## src/rtl/halt_poll_pkg.sv

```systemverilog
package halt_poll_pkg;

   typedef enum int unsigned {
      DIR_RX = 0,
      DIR_TX = 1
   } dir_e;

   localparam int unsigned NUM_DIR = 2;

   function automatic int unsigned halt_pos(input int unsigned dir,
                                            input int unsigned rx_pos,
                                            input int unsigned tx_pos);
      return (dir == DIR_RX) ? rx_pos : tx_pos;
   endfunction

endpackage

```

## src/rtl/halt_seq.sv

```systemverilog
module halt_seq (
   input  logic clk,
   input  logic rst_n,
   input  logic req_wr,
   input  logic req_halt,
   input  logic busy,
   input  logic eof,
   output logic done
);

   logic pend_q;
   logic done_q;
   logic idle_now;

   // a frame ending in this very cycle counts as idle
   assign idle_now = !busy || eof;

   always_ff @(posedge clk) begin
      if (!rst_n) begin
         pend_q <= 1'b0;
         done_q <= 1'b0;
      end else begin
         done_q <= 1'b0;
         if (req_wr) begin
            if (req_halt) begin
               if (idle_now) begin
                  done_q <= 1'b1;
                  pend_q <= 1'b0;
               end else begin
                  pend_q <= 1'b1;
               end
            end else begin
               pend_q <= 1'b0;
            end
         end else if (pend_q && eof) begin
            done_q <= 1'b1;
            pend_q <= 1'b0;
         end
      end
   end

   assign done = done_q;

endmodule

```

## src/rtl/poll_tick.sv

```systemverilog
module poll_tick #(
   parameter int unsigned PERIOD = 1000000
) (
   input  logic clk,
   input  logic rst_n,
   input  logic restart,
   input  logic halt,
   input  logic tx_stopped,
   output logic kick
);

   localparam int unsigned CW = (PERIOD > 2) ? $clog2(PERIOD) : 1;
   localparam logic [CW-1:0] RELOAD = CW'(PERIOD - 1);

   logic [CW-1:0] cnt_q;
   logic          run_q;
   logic          kick_q;
   logic          expire;

   assign expire = run_q && (cnt_q == '0);

   always_ff @(posedge clk) begin
      if (!rst_n) begin
         cnt_q  <= '0;
         run_q  <= 1'b0;
         kick_q <= 1'b0;
      end else begin
         kick_q <= 1'b0;
         if (restart) begin
            run_q <= 1'b1;
            cnt_q <= RELOAD;
         end else if (halt) begin
            run_q <= 1'b0;
         end else if (expire) begin
            cnt_q  <= RELOAD;
            kick_q <= !tx_stopped;
         end else if (run_q) begin
            cnt_q <= cnt_q - 1'b1;
         end
      end
   end

   assign kick = kick_q;

endmodule

```

## src/rtl/halt_poll_ctl.sv

```systemverilog
module halt_poll_ctl #(
   parameter int unsigned CTL_W       = 8,
   parameter int unsigned RX_HALT_BIT = 2,
   parameter int unsigned TX_HALT_BIT = 3,
   parameter int unsigned WAIT_BIT    = 7,
   parameter int unsigned CLK_HZ      = 100000000,
   parameter int unsigned POLL_HZ     = 100,
   parameter int unsigned POLL_CYCLES = CLK_HZ / POLL_HZ
) (
   input  logic             clk,
   input  logic             rst_n,
   input  logic             ctl_wr,
   input  logic [CTL_W-1:0] ctl_wdata,
   input  logic             rx_busy,
   input  logic             rx_eof,
   input  logic             tx_busy,
   input  logic             tx_eof,
   output logic             rx_halt_done,
   output logic             tx_halt_done,
   output logic             ring0_kick
);
   import halt_poll_pkg::*;

   if (POLL_CYCLES < 2) begin : g_bad_period
      $error("halt_poll_ctl: POLL_CYCLES must be at least 2");
   end
   if (RX_HALT_BIT >= CTL_W || TX_HALT_BIT >= CTL_W || WAIT_BIT >= CTL_W) begin : g_bad_pos
      $error("halt_poll_ctl: control bit position outside CTL_W");
   end
   if (RX_HALT_BIT == TX_HALT_BIT || RX_HALT_BIT == WAIT_BIT || TX_HALT_BIT == WAIT_BIT) begin : g_bad_overlap
      $error("halt_poll_ctl: control bit positions must differ");
   end

   logic [CTL_W-1:0]   ctl_q;
   logic [NUM_DIR-1:0] dir_busy;
   logic [NUM_DIR-1:0] dir_eof;
   logic [NUM_DIR-1:0] dir_done;

   always_ff @(posedge clk) begin
      if (!rst_n) begin
         ctl_q <= '0;
      end else if (ctl_wr) begin
         ctl_q <= ctl_wdata;
      end
   end

   assign dir_busy[DIR_RX] = rx_busy;
   assign dir_busy[DIR_TX] = tx_busy;
   assign dir_eof[DIR_RX]  = rx_eof;
   assign dir_eof[DIR_TX]  = tx_eof;

   for (genvar d = 0; d < NUM_DIR; d++) begin : g_dir
      localparam int unsigned POS = halt_pos(d, RX_HALT_BIT, TX_HALT_BIT);
      halt_seq u_seq (
         .clk      (clk),
         .rst_n    (rst_n),
         .req_wr   (ctl_wr),
         .req_halt (ctl_wdata[POS]),
         .busy     (dir_busy[d]),
         .eof      (dir_eof[d]),
         .done     (dir_done[d])
      );
   end

   poll_tick #(.PERIOD(POLL_CYCLES)) u_poll (
      .clk        (clk),
      .rst_n      (rst_n),
      .restart    (ctl_wr && !ctl_wdata[WAIT_BIT]),
      .halt       (ctl_wr && ctl_wdata[WAIT_BIT]),
      .tx_stopped (ctl_q[TX_HALT_BIT]),
      .kick       (ring0_kick)
   );

   assign rx_halt_done = dir_done[DIR_RX];
   assign tx_halt_done = dir_done[DIR_TX];

endmodule

```

## config.mk

```make
export PLATFORM = sky130hd
export DESIGN_NAME = halt_poll_ctl
export DESIGN_NICKNAME = d
export VERILOG_FILES = /design/src/rtl/halt_poll_pkg.sv /design/src/rtl/halt_seq.sv /design/src/rtl/poll_tick.sv /design/src/rtl/halt_poll_ctl.sv
export SDC_FILE = /design/constraint.sdc
export NUM_CORES = 1
export LEC_CHECK = 0
export ABC_AREA = 1
export ABC_CLOCK_PERIOD_IN_PS = 1360
export BUFFER_PORTS_ARGS = -buffer_cell sky130_fd_sc_hd__buf_2
export CAP_MARGIN = 0
export CORE_ASPECT_RATIO = 1.2
export CORE_UTILIZATION = 45
export DETAILED_ROUTE_END_ITERATION = 7
export PLACE_DENSITY_LB_ADDON = 0.08
export SLEW_MARGIN = 30
export SYNTH_ARGS = -nofsm -noshare
export SYNTH_HDL_FRONTEND = slang
export SYNTH_SLANG_ARGS = --single-unit
```

## constraint.sdc

```tcl
create_clock -name clk -period 1.36 [get_ports clk]
set_clock_uncertainty 0.05 [all_clocks]
set_input_delay 0.068 -clock clk [delete_from_list [all_inputs] [get_ports clk]]
set_output_delay 0.068 -clock clk [all_outputs]
set_load 0.01 [all_outputs]
```

**Word-level counts from Yosys, hierarchy flattened**

Index checks and enable logic that the tools add are counted.
Widths: inputs -> output; s select.

- Output and inout port bits: 3
- Register bits after elaboration: 30
- Word-level logic and storage cells: 57
- Input port bits: 15

- Bitwise logic cells: 3
- Muxes and demuxes: 22
- Add/sub/neg operators: 1
- Reduce and logical (&&, ||, !) cells: 21
- Equal/unequal tests: 1

Operators with widths:

| operator | number |
|---|---|
| $mux 20 | 4 |
| $logic_not 20->1 | 1 |
| $sub 20x1->20 const B | 1 |
| $mux 1 | 18 |
| $reduce_bool 2->1 | 4 |
| $logic_and 1x1->1 | 5 |
| $logic_not 1->1 | 4 |
| $reduce_and 2->1 | 2 |
| $reduce_or 4->1 | 1 |
| $not 1->1 | 3 |
| $reduce_bool 3->1 | 1 |
| $logic_or 1x1->1 | 2 |
| $ne 2x1->1 const B | 1 |
| $reduce_or 2->1 | 1 |

**Logic depth before layout (Yosys ltp)**

Gate-level depths: netlist (run 1).

- Depth after elaboration: 5
- Gate-level depth with buffers: 10
- Gate-level depth less buffers: 10

**Modules after synthesis**

Synthesis (run 1) repeated with hierarchy kept, for this count alone.

- Cell total of the unflattened synthesis: 229
- Area, all modules: 1599.0 sq um

By module, submodules not included:

| module | times used | area each (sq um) | cells an instance | sequential area each (sq um) |
|---|---|---|---|---|
| poll_tick | 1 | 1347.5 | 187 | 440.4 |
| halt_seq | 2 | 98.8 | 16 | 40.0 |
| halt_poll_ctl | 1 | 53.8 | 10 | 20.0 |

**Worst setup path after synthesis (run 1)**

No wires, ideal clock.

- Path type: register -> register
- Start point: reg u_poll.cnt_q[0]
- End point: reg u_poll.cnt_q[10]
- Clock period less this slack: 1.466 ns
- Stages on the path, launching flop included: 10
- Setup time: 0.116 ns
- Data required time: 1.194 ns
- Setup slack: -0.106 ns
- Path buffers: 0
- Arrival: 1.300 ns
- Path through: dfxtp_1 > inv_2 > ha_1 > nand2_1 > nor3_1 > nand2_2 > nor2_8 > nand2_4 > nand3_4 > nor2_2

- Longest elaborated chain between the ends: 4
- Elaborated cells on any way between the ends: 7
- Those cells by class: 1 x add/sub; 2 x mux; 4 x reduce/logical

Ends and longest elaborated chain:

| what | line | text |
|---|---|---|
| start: declaration | poll_tick.sv:15 | `logic [CW-1:0] cnt_q;` |
| start signal: assignment | poll_tick.sv:38 | `cnt_q <= cnt_q - 1'b1;` |
| branches (longest 4 deep; another with $sub 20x1->20) | - |  |

Parallel ways; which one is timed is not known. The select of a mux whose other input is x is not followed.
A chain may end at the register's enable or synchronous reset.

**Worst setup path in the final report (run 1)**

- Start point: reg u_poll.cnt_q[1]
- End point: reg u_poll.cnt_q[15]

Same word-level chain as after synthesis.

==> impl_results.md, run 1 <==
* Detailed Place HPWL at 3.14 mm
* RSZ-0062 raised after global routing: true
* Top-count cell post-synth: nand2_1
* Setup violators final at 18
* Outcome: finished, violations left
* Worst skew pair latency at 0.27 ns
* Setup TNS at -1.84 ns
* Slowest Stage Delay on Critical Path at 0.37 ns
* Maximum capacitance violations at 0
* CP cell instances: inv_4 -> ha_4 -> nand2_2 -> nor3_2 -> nand2_2 -> nor2_8 -> nand2_4 -> nand3_4 -> a21oi_2
* Most used cell, CP: nand2_2
* Antenna-violating nets left at 0
* Failing checks: negative setup slack
* Hold Path Class: in -> reg
* Slowest library cell on the worst path: dfxtp_4
* Final cycle utilization of the critical path at 111%
* GR Util All Layers at 22.7%
* Ys Warns at 0
* Max clock buf depth at 2
* Ant. Diodes at 0
* Worst setup margin at -0.155 ns
* CTS Sinks at 27
* Worst ir drop on vdd at 714 uV
* PortBufs at 12
* Non-filler cells, final at 333
* Initial core utilization at 48.4%
* Area grow syn2layout at 37.1%
* Critical path type: reg -> reg
* Main synth FF type: dfxtp_1
* Static leakage power at 1.09 nW
* Gpl congestion at 0.848
* Hold Slack at 0.00240 ns
* Die area at 3960 sq um
* DIE HEIGHT at 68.7 um
* DR DRC count at 0
* Nets at 314
* CP max FO at 8
* Vias in the first global route at 1519
* Largest net degree at the start of global routing at 17
* Largest area contributor in the netlist: dfxtp_1
* Post-Synthesis Cells at 240
* H-tree depth at 1
* TritonCTS buffer count at 3
* Vias/cell at 4.92
* Mean Syn Cell Area at 6.96 sq um
* Crit path capture type: flop
* Synth Cell Area at 1670 sq um
* Sequential area share after synthesis at 32.4%
* Total Power at 2.13 mW
* Initial DRC count at 43
* Most frequent cells after synthesis: nand2_1 (57), dfxtp_1 (27), nor2_1 (26), inv_1 (23), nand3_1 (16)
* Critical path startpoint category: flop
* Pwr Density at 928 nW/um^2
* Share of the synthesized area in the top cell type at 32.4%
* Final Hold Viols at 0
* TritonCTS clock tree: done
* CTS root buffer: clkbuf_8
* Routed len/inst at 12.1 um
* Layout cell share with drive strength beyond 1 at 46.3%
* Largest cells by area after synthesis: dfxtp_1 (32%), nand2_1 (13%), nor2_1 (5.8%), inv_1 (5.2%), nand3_1 (4.8%)
* Core footprint at 3450 sq um
* Fmax at 660 MHz
* GR Overflow Total at 0
* Slew margin rel. at 76.2%
* Placed cells at 325
* Crit path time final at 1.52 ns
* First-pass GRT wire length at 6.73 mm
* Seq cells post-synth at 27
* CP required at 1.48 ns
* Max-slew violations at 0
* Post-synth EDFFs at 0
* Ys async rst share at 0%
* Initial antenna violation count at 0
* Crit path DAT at 1.64 ns
* Worst Tran Pin Value at 0.357 ns
* First-pass iteration count of the detailed router at 4
* CTS clk-pin slew, worst paths at 0.10 ns
* Row count at 23
* Final wirelength at 4.03 mm
* Post-synth net total at 257
* Via count at 1640
* Die W at 57.6 um
* IO Pins at 18
* Synth cell types at 32
==> cell families (layout without fill, tap and decap cells) <==
family | Yosys count | count (layout) | synth area share (%)
flip-flops | 27 | 27 | 32.4
AO/OA/AOI/OAI | 28 | 28 | 10.2
AND/OR/NAND/NOR | 141 | 141 | 44.5
adder cells (fa/ha/maj) | 2 | 2 | 1.50
buffers and inverters | 37 | 93 | 8.84
XOR/XNOR | 5 | 5 | 2.62
==> final cells by class <==
type	instances	area [sq um]
fill	320	1160
multi-input combinational	176	1110
sequential	27	552
timing repair buffer	54	397
inverter	35	136
tap	37	46.3
clock buffer	3	41.3
clock inverter	1	7.51
==> per-layer routing <==
metal / track usage, % / vias up / routed length [um]
li1: - / 878 / -
met1: 27.3 / 737 / 1780
met2: 43.3 / 21 / 2130
met3: 1.68 / 4 / 75
met4: 6.40 / 0 / 42
met5: 0 / - / 0
==> power by group <==
| part | switching, mW | internal [mW] | leakage, nW | total [mW] |
|---|---|---|---|---|
| sequential | 0.0520 | 0.836 | 0.224 | 0.888 |
| clock | 0.262 | 0.208 | 0.0217 | 0.470 |
| combinational | 0.425 | 0.342 | 0.848 | 0.768 |
| total | 0.739 | 1.39 | 1.09 | 2.13 |
==> final timing paths <==
kind                         from               endpoint  slack (ns)  cells after the start
setup / recovery  u_poll.cnt_q[1]       u_poll.cnt_q[15]       -0.16                      9
hold / removal            tx_busy  g_dir[1].u_seq.pend_q       0.002                      3
setup reg to reg  u_poll.cnt_q[1]       u_poll.cnt_q[15]       -0.16                      9
hold reg to reg          ctl_q[3]            u_poll.kick        0.39                      1
==> what timing repair did <==
action / in CTS / in global routing
buffers inserted: 0 / 2
hold endpoints to repair: 3 / 0
hold buffers: 3 / 0
pin swaps: 0 / 19
setup endpoints to repair: 20 / 22
cloned: 0 / 0
gates resized for setup: 3 / 34
==> critical path: cells and delay by family (launching register included) <==
| family | cells | cell delay, ns |
|---|---|---|
| compound gates | 1 | 0.05 |
| buf+inv | 1 | 0.06 |
| fa+ha+maj | 1 | 0.12 |
| flops | 1 | 0.37 |
| simple gates | 6 | 0.77 |
==> sequential cells by signal (all words and copies together) (netlist names) <==
register / flops
u_poll.cnt_q: 20
u_poll.kick: 1
ctl_q: 1
u_poll.run_q: 1
g_dir.u_seq.pend_q: 2
g_dir.u_seq.done: 2
==> stage by stage <==
| step | setup slack, ns | area [sq um] | utilization, % |
|---|---|---|---|
| 6_report | -0.155 | 2290 | 66.3 |
| 3_3_place_gp | -0.0920 | 2090 | 60.4 |
| 2_1_floorplan | -0.0359 | 1700 | - |
| 5_1_grt | -0.234 | 2290 | 66.3 |
| 4_1_cts | -0.139 | 2170 | 62.9 |
| 3_5_place_dp | -0.123 | 2090 | 60.4 |
==> cells in the final DEF, fill, tap and decap left out, drive strengths merged <==
| cell | synthesis | routed |
|---|---|---|
| inv | 35 | 35 |
| clkbuf | 0 | 3 |
| o211ai | 2 | 2 |
| nand3 | 19 | 19 |
| nor2 | 43 | 43 |
| a211oi | 3 | 3 |
| dfxtp | 27 | 27 |
| nand2 | 66 | 66 |
| a21oi | 11 | 11 |
| clkinvlp | 0 | 1 |
| ha | 2 | 2 |
| dlygate4sd3 | 0 | 2 |
| nor3 | 4 | 4 |
| nand4 | 5 | 5 |
| buf | 2 | 52 |
| a31oi | 2 | 2 |
| xor2 | 2 | 2 |
| xnor2 | 3 | 3 |
| o21ai | 10 | 10 |
| or2 | 3 | 3 |
| nor4 | 1 | 1 |
Note: power is estimated with default switching activity, not from simulation.
==> run 2: changes to the inputs <==
- CORE_UTILIZATION: 45 -> 30
==> run 2 against run 1 <==
- the run still ends with negative setup slack left
- clock power rose by 0.9%
- utilization fell by 18 points
- die area rose by 48%
- final cell count rose by 13%
- critical endpoint is now u_poll.cnt_q[10]
- clock-buffer cell count rose by 1
- sequential cell count did not move
==> impl_results.md, run 2 (synthesis results as in run 1) <==
* Outcome: finished, violations left
* Failing checks: negative setup slack
* Routed len/inst at 12.6 um (+4.1%)
* Min-Delay Path Depth at 3 (unchanged)
* Commonest cells after routing, fill and taps aside: buf_4 (54), nand2_1 (50), inv_1 (21)
* CTS clk-pin slew, worst paths at 0.10 ns (about the same)
* Crit path DAT at 1.58 ns (-0.06 ns)
* Layout cell share with drive strength beyond 1 at 55.6% (+9.3 points)
* Setup WS pre-CTS at -0.0969 ns (+0.0263 ns)
* Hold Slack at 0.00874 ns (+0.00634 ns)
* Largest net degree at the start of global routing at 15 (-2)
* PortBufs at 12 (unchanged)
* Via count at 1715 (+4.6%)
* Static leakage power at 1.20 nW (+10%)
* GR Util All Layers at 17.3% (-5.4 points)
* Slew margin rel. at 71.4% (-4.8 points)
* Placed cells at 364 (+12%)
* RSZ-0062 raised after global routing: true
* First-pass GRT wire length at 8.04 mm (+19%)
* DR DRC count at 0 (unchanged)
* GR Overflow Total at 0 (unchanged)
* Vias/cell at 4.57 (-7.1%)
* Placed inst area at 2220 sq um (+6.5%)
* Largest register FFs at 20 (unchanged)
* Worst Path Buf+Inv at 1 (unchanged)
* Final instance area at 2580 sq um (+13%)
* Crit path depth at 9 (unchanged)
* Area grow syn2layout at 54.3%
* CTS root buffer: clkbuf_8
* Worst skew pair latency at 0.27 ns (about the same)
* Largest delay share family, worst path: simple AND/OR/NAND/NOR gates
* CP cell instances: inv_4 -> ha_4 -> nand2_2 -> nor3_2 -> nand2_2 -> nor2_8 -> nand2_4 -> nand3_4 -> nor2_2
* Worst R2R Path Depth at 9 (unchanged)
* CP required at 1.48 ns (about the same)
* Antenna-violating nets left at 0 (unchanged)
* Critical path startpoint category: flop
* Die W at 70.1 um (+22%)
* Detailed Place HPWL at 3.67 mm (+17%)
* Final wirelength at 4.73 mm (+17%)
* Slowest library cell on the worst path: dfxtp_2
* Max clock buf depth at 2 (unchanged)
* TritonCTS buffer count at 3 (unchanged)
* Crit path time final at 1.46 ns (-0.0559 ns)
* Largest register by flop count: u_poll.cnt_q
* Worst Tran Pin Value at 0.428 ns (+0.0718 ns)
* Fmax at 685 MHz (+3.8%)
* Initial core utilization at 31.3% (-17 points)
* Gpl congestion at 0.893 (+5.3%)
* Core footprint at 5330 sq um (+54%)
* Slowest Stage Delay on Critical Path at 0.35 ns (-0.02 ns)
* Worst setup margin at -0.0994 ns (+0.0559 ns)
* Pwr Density at 883 nW/um^2 (-4.9%)
* Vias in the first global route at 1693 (+11%)
* Ant. Diodes at 0 (unchanged)
* Initial DRC count at 37 (-14%)
* Max-slew violations at 0 (unchanged)
* Final Hold Viols at 0 (unchanged)
* Hold Path Class: in -> reg
* Initial antenna violation count at 0 (unchanged)
* CTS Sinks at 27 (unchanged)
* Row count at 29 (+26%)
* IO Pins at 18 (unchanged)
* Final cycle utilization of the critical path at 107% (-4.1 points)
* Internal reg-to-reg setup slack at -0.1 ns (+0.06 ns)
* CP max FO at 8 (unchanged)
* Most used cell, CP: nand2_2
* Filler Cells Inserted at 583 (+82%)
* Setup violators final at 17 (-1)
* Nets at 331 (+5.4%)
* Commonest non-fill, non-tap cell in the layout: buf_4
* Critical path type: reg -> reg
* H-tree depth at 1 (unchanged)
* First-pass iteration count of the detailed router at 4 (unchanged)
* DIE HEIGHT at 83.7 um (+22%)
* Non-filler cells, final at 375 (+13%)
* Crit path capture type: flop
* Worst ir drop on vdd at 449 uV (-37%)
* TritonCTS clock tree: done
* Maximum capacitance violations at 0 (unchanged)
* Die area at 5870 sq um (+48%)
## run 2: changes by cell type in the layout (fill, tap and decap cells not counted), moves of 2 or more
cell / change
nand3_4: +2
dfxtp_1: -7
nor2_4: +3
buf_4: +16
inv_2: -2
nor2_2: +2
dfxtp_2: +7
nor2_1: -5
o21ai_2: +2
nand3_1: -2
o21ai_1: -4
## run 2: path summary, 6_finish.rpt
kind | start | end
worst max-delay path | u_poll.cnt_q[1] | u_poll.cnt_q[10]
worst max register to register | u_poll.cnt_q[1] | u_poll.cnt_q[10]
worst min-delay path | tx_busy | g_dir[1].u_seq.pend_q
worst min register to register | ctl_q[3] | u_poll.kick
## run 2: metrics by stage
stage          setup TNS (ns)  util, %  total power [mW]
4_1_cts                 -1.22     44.3              2.17
3_5_place_dp            -1.21     41.7              1.65
6_report               -0.906     48.3              2.27
3_3_place_gp            -1.19     41.7              1.65
5_1_grt                 -2.25     48.3              2.44
2_1_floorplan          -0.252        -              1.32
## run 2: power by group
part,total [mW],switching [mW],internal (mW)
combinational,0.910,0.487,0.423
clock,0.474,0.264,0.210
sequential,0.892,0.0521,0.840
total,2.27,0.802,1.47
## run 2: tightest hold or removal path, delay by kind of cell
| kind | cells | cell delay [ns] |
|---|---|---|
| AOI/OAI and AO/OA | 1 | 0.06 |
| buffers and inverters | 2 | 0.16 |
## run 2: final cells by class
type | instances | area [sq um] | share of cell area, %
clock buffers | 4 | 45.0 | 1.75
well taps | 62 | 77.6 | 3.01
repair buffers | 71 | 528 | 20.5
flip-flops and latches | 27 | 561 | 21.7
multi-input cells | 176 | 1210 | 47.1
inverters | 35 | 151 | 5.87
## run 2: timing repair
action,4_1_cts,5_1_grt
resized for setup,20,50
endpoints found under the hold margin,3,0
pin swaps,9,20
hold buffers,3,0
endpoints found under the setup margin,20,23
setup buffers,1,4
## run 2: metal layers
metal / GRT usage, % / vias up / share of wire [%]
met1: 21.8 / 779 / 45
met4: 3.82 / 0 / 0.97
met2: 31.2 / 24 / 53
li1: - / 908 / -
met3: 1.93 / 4 / 1.9
met5: 0 / - / 0
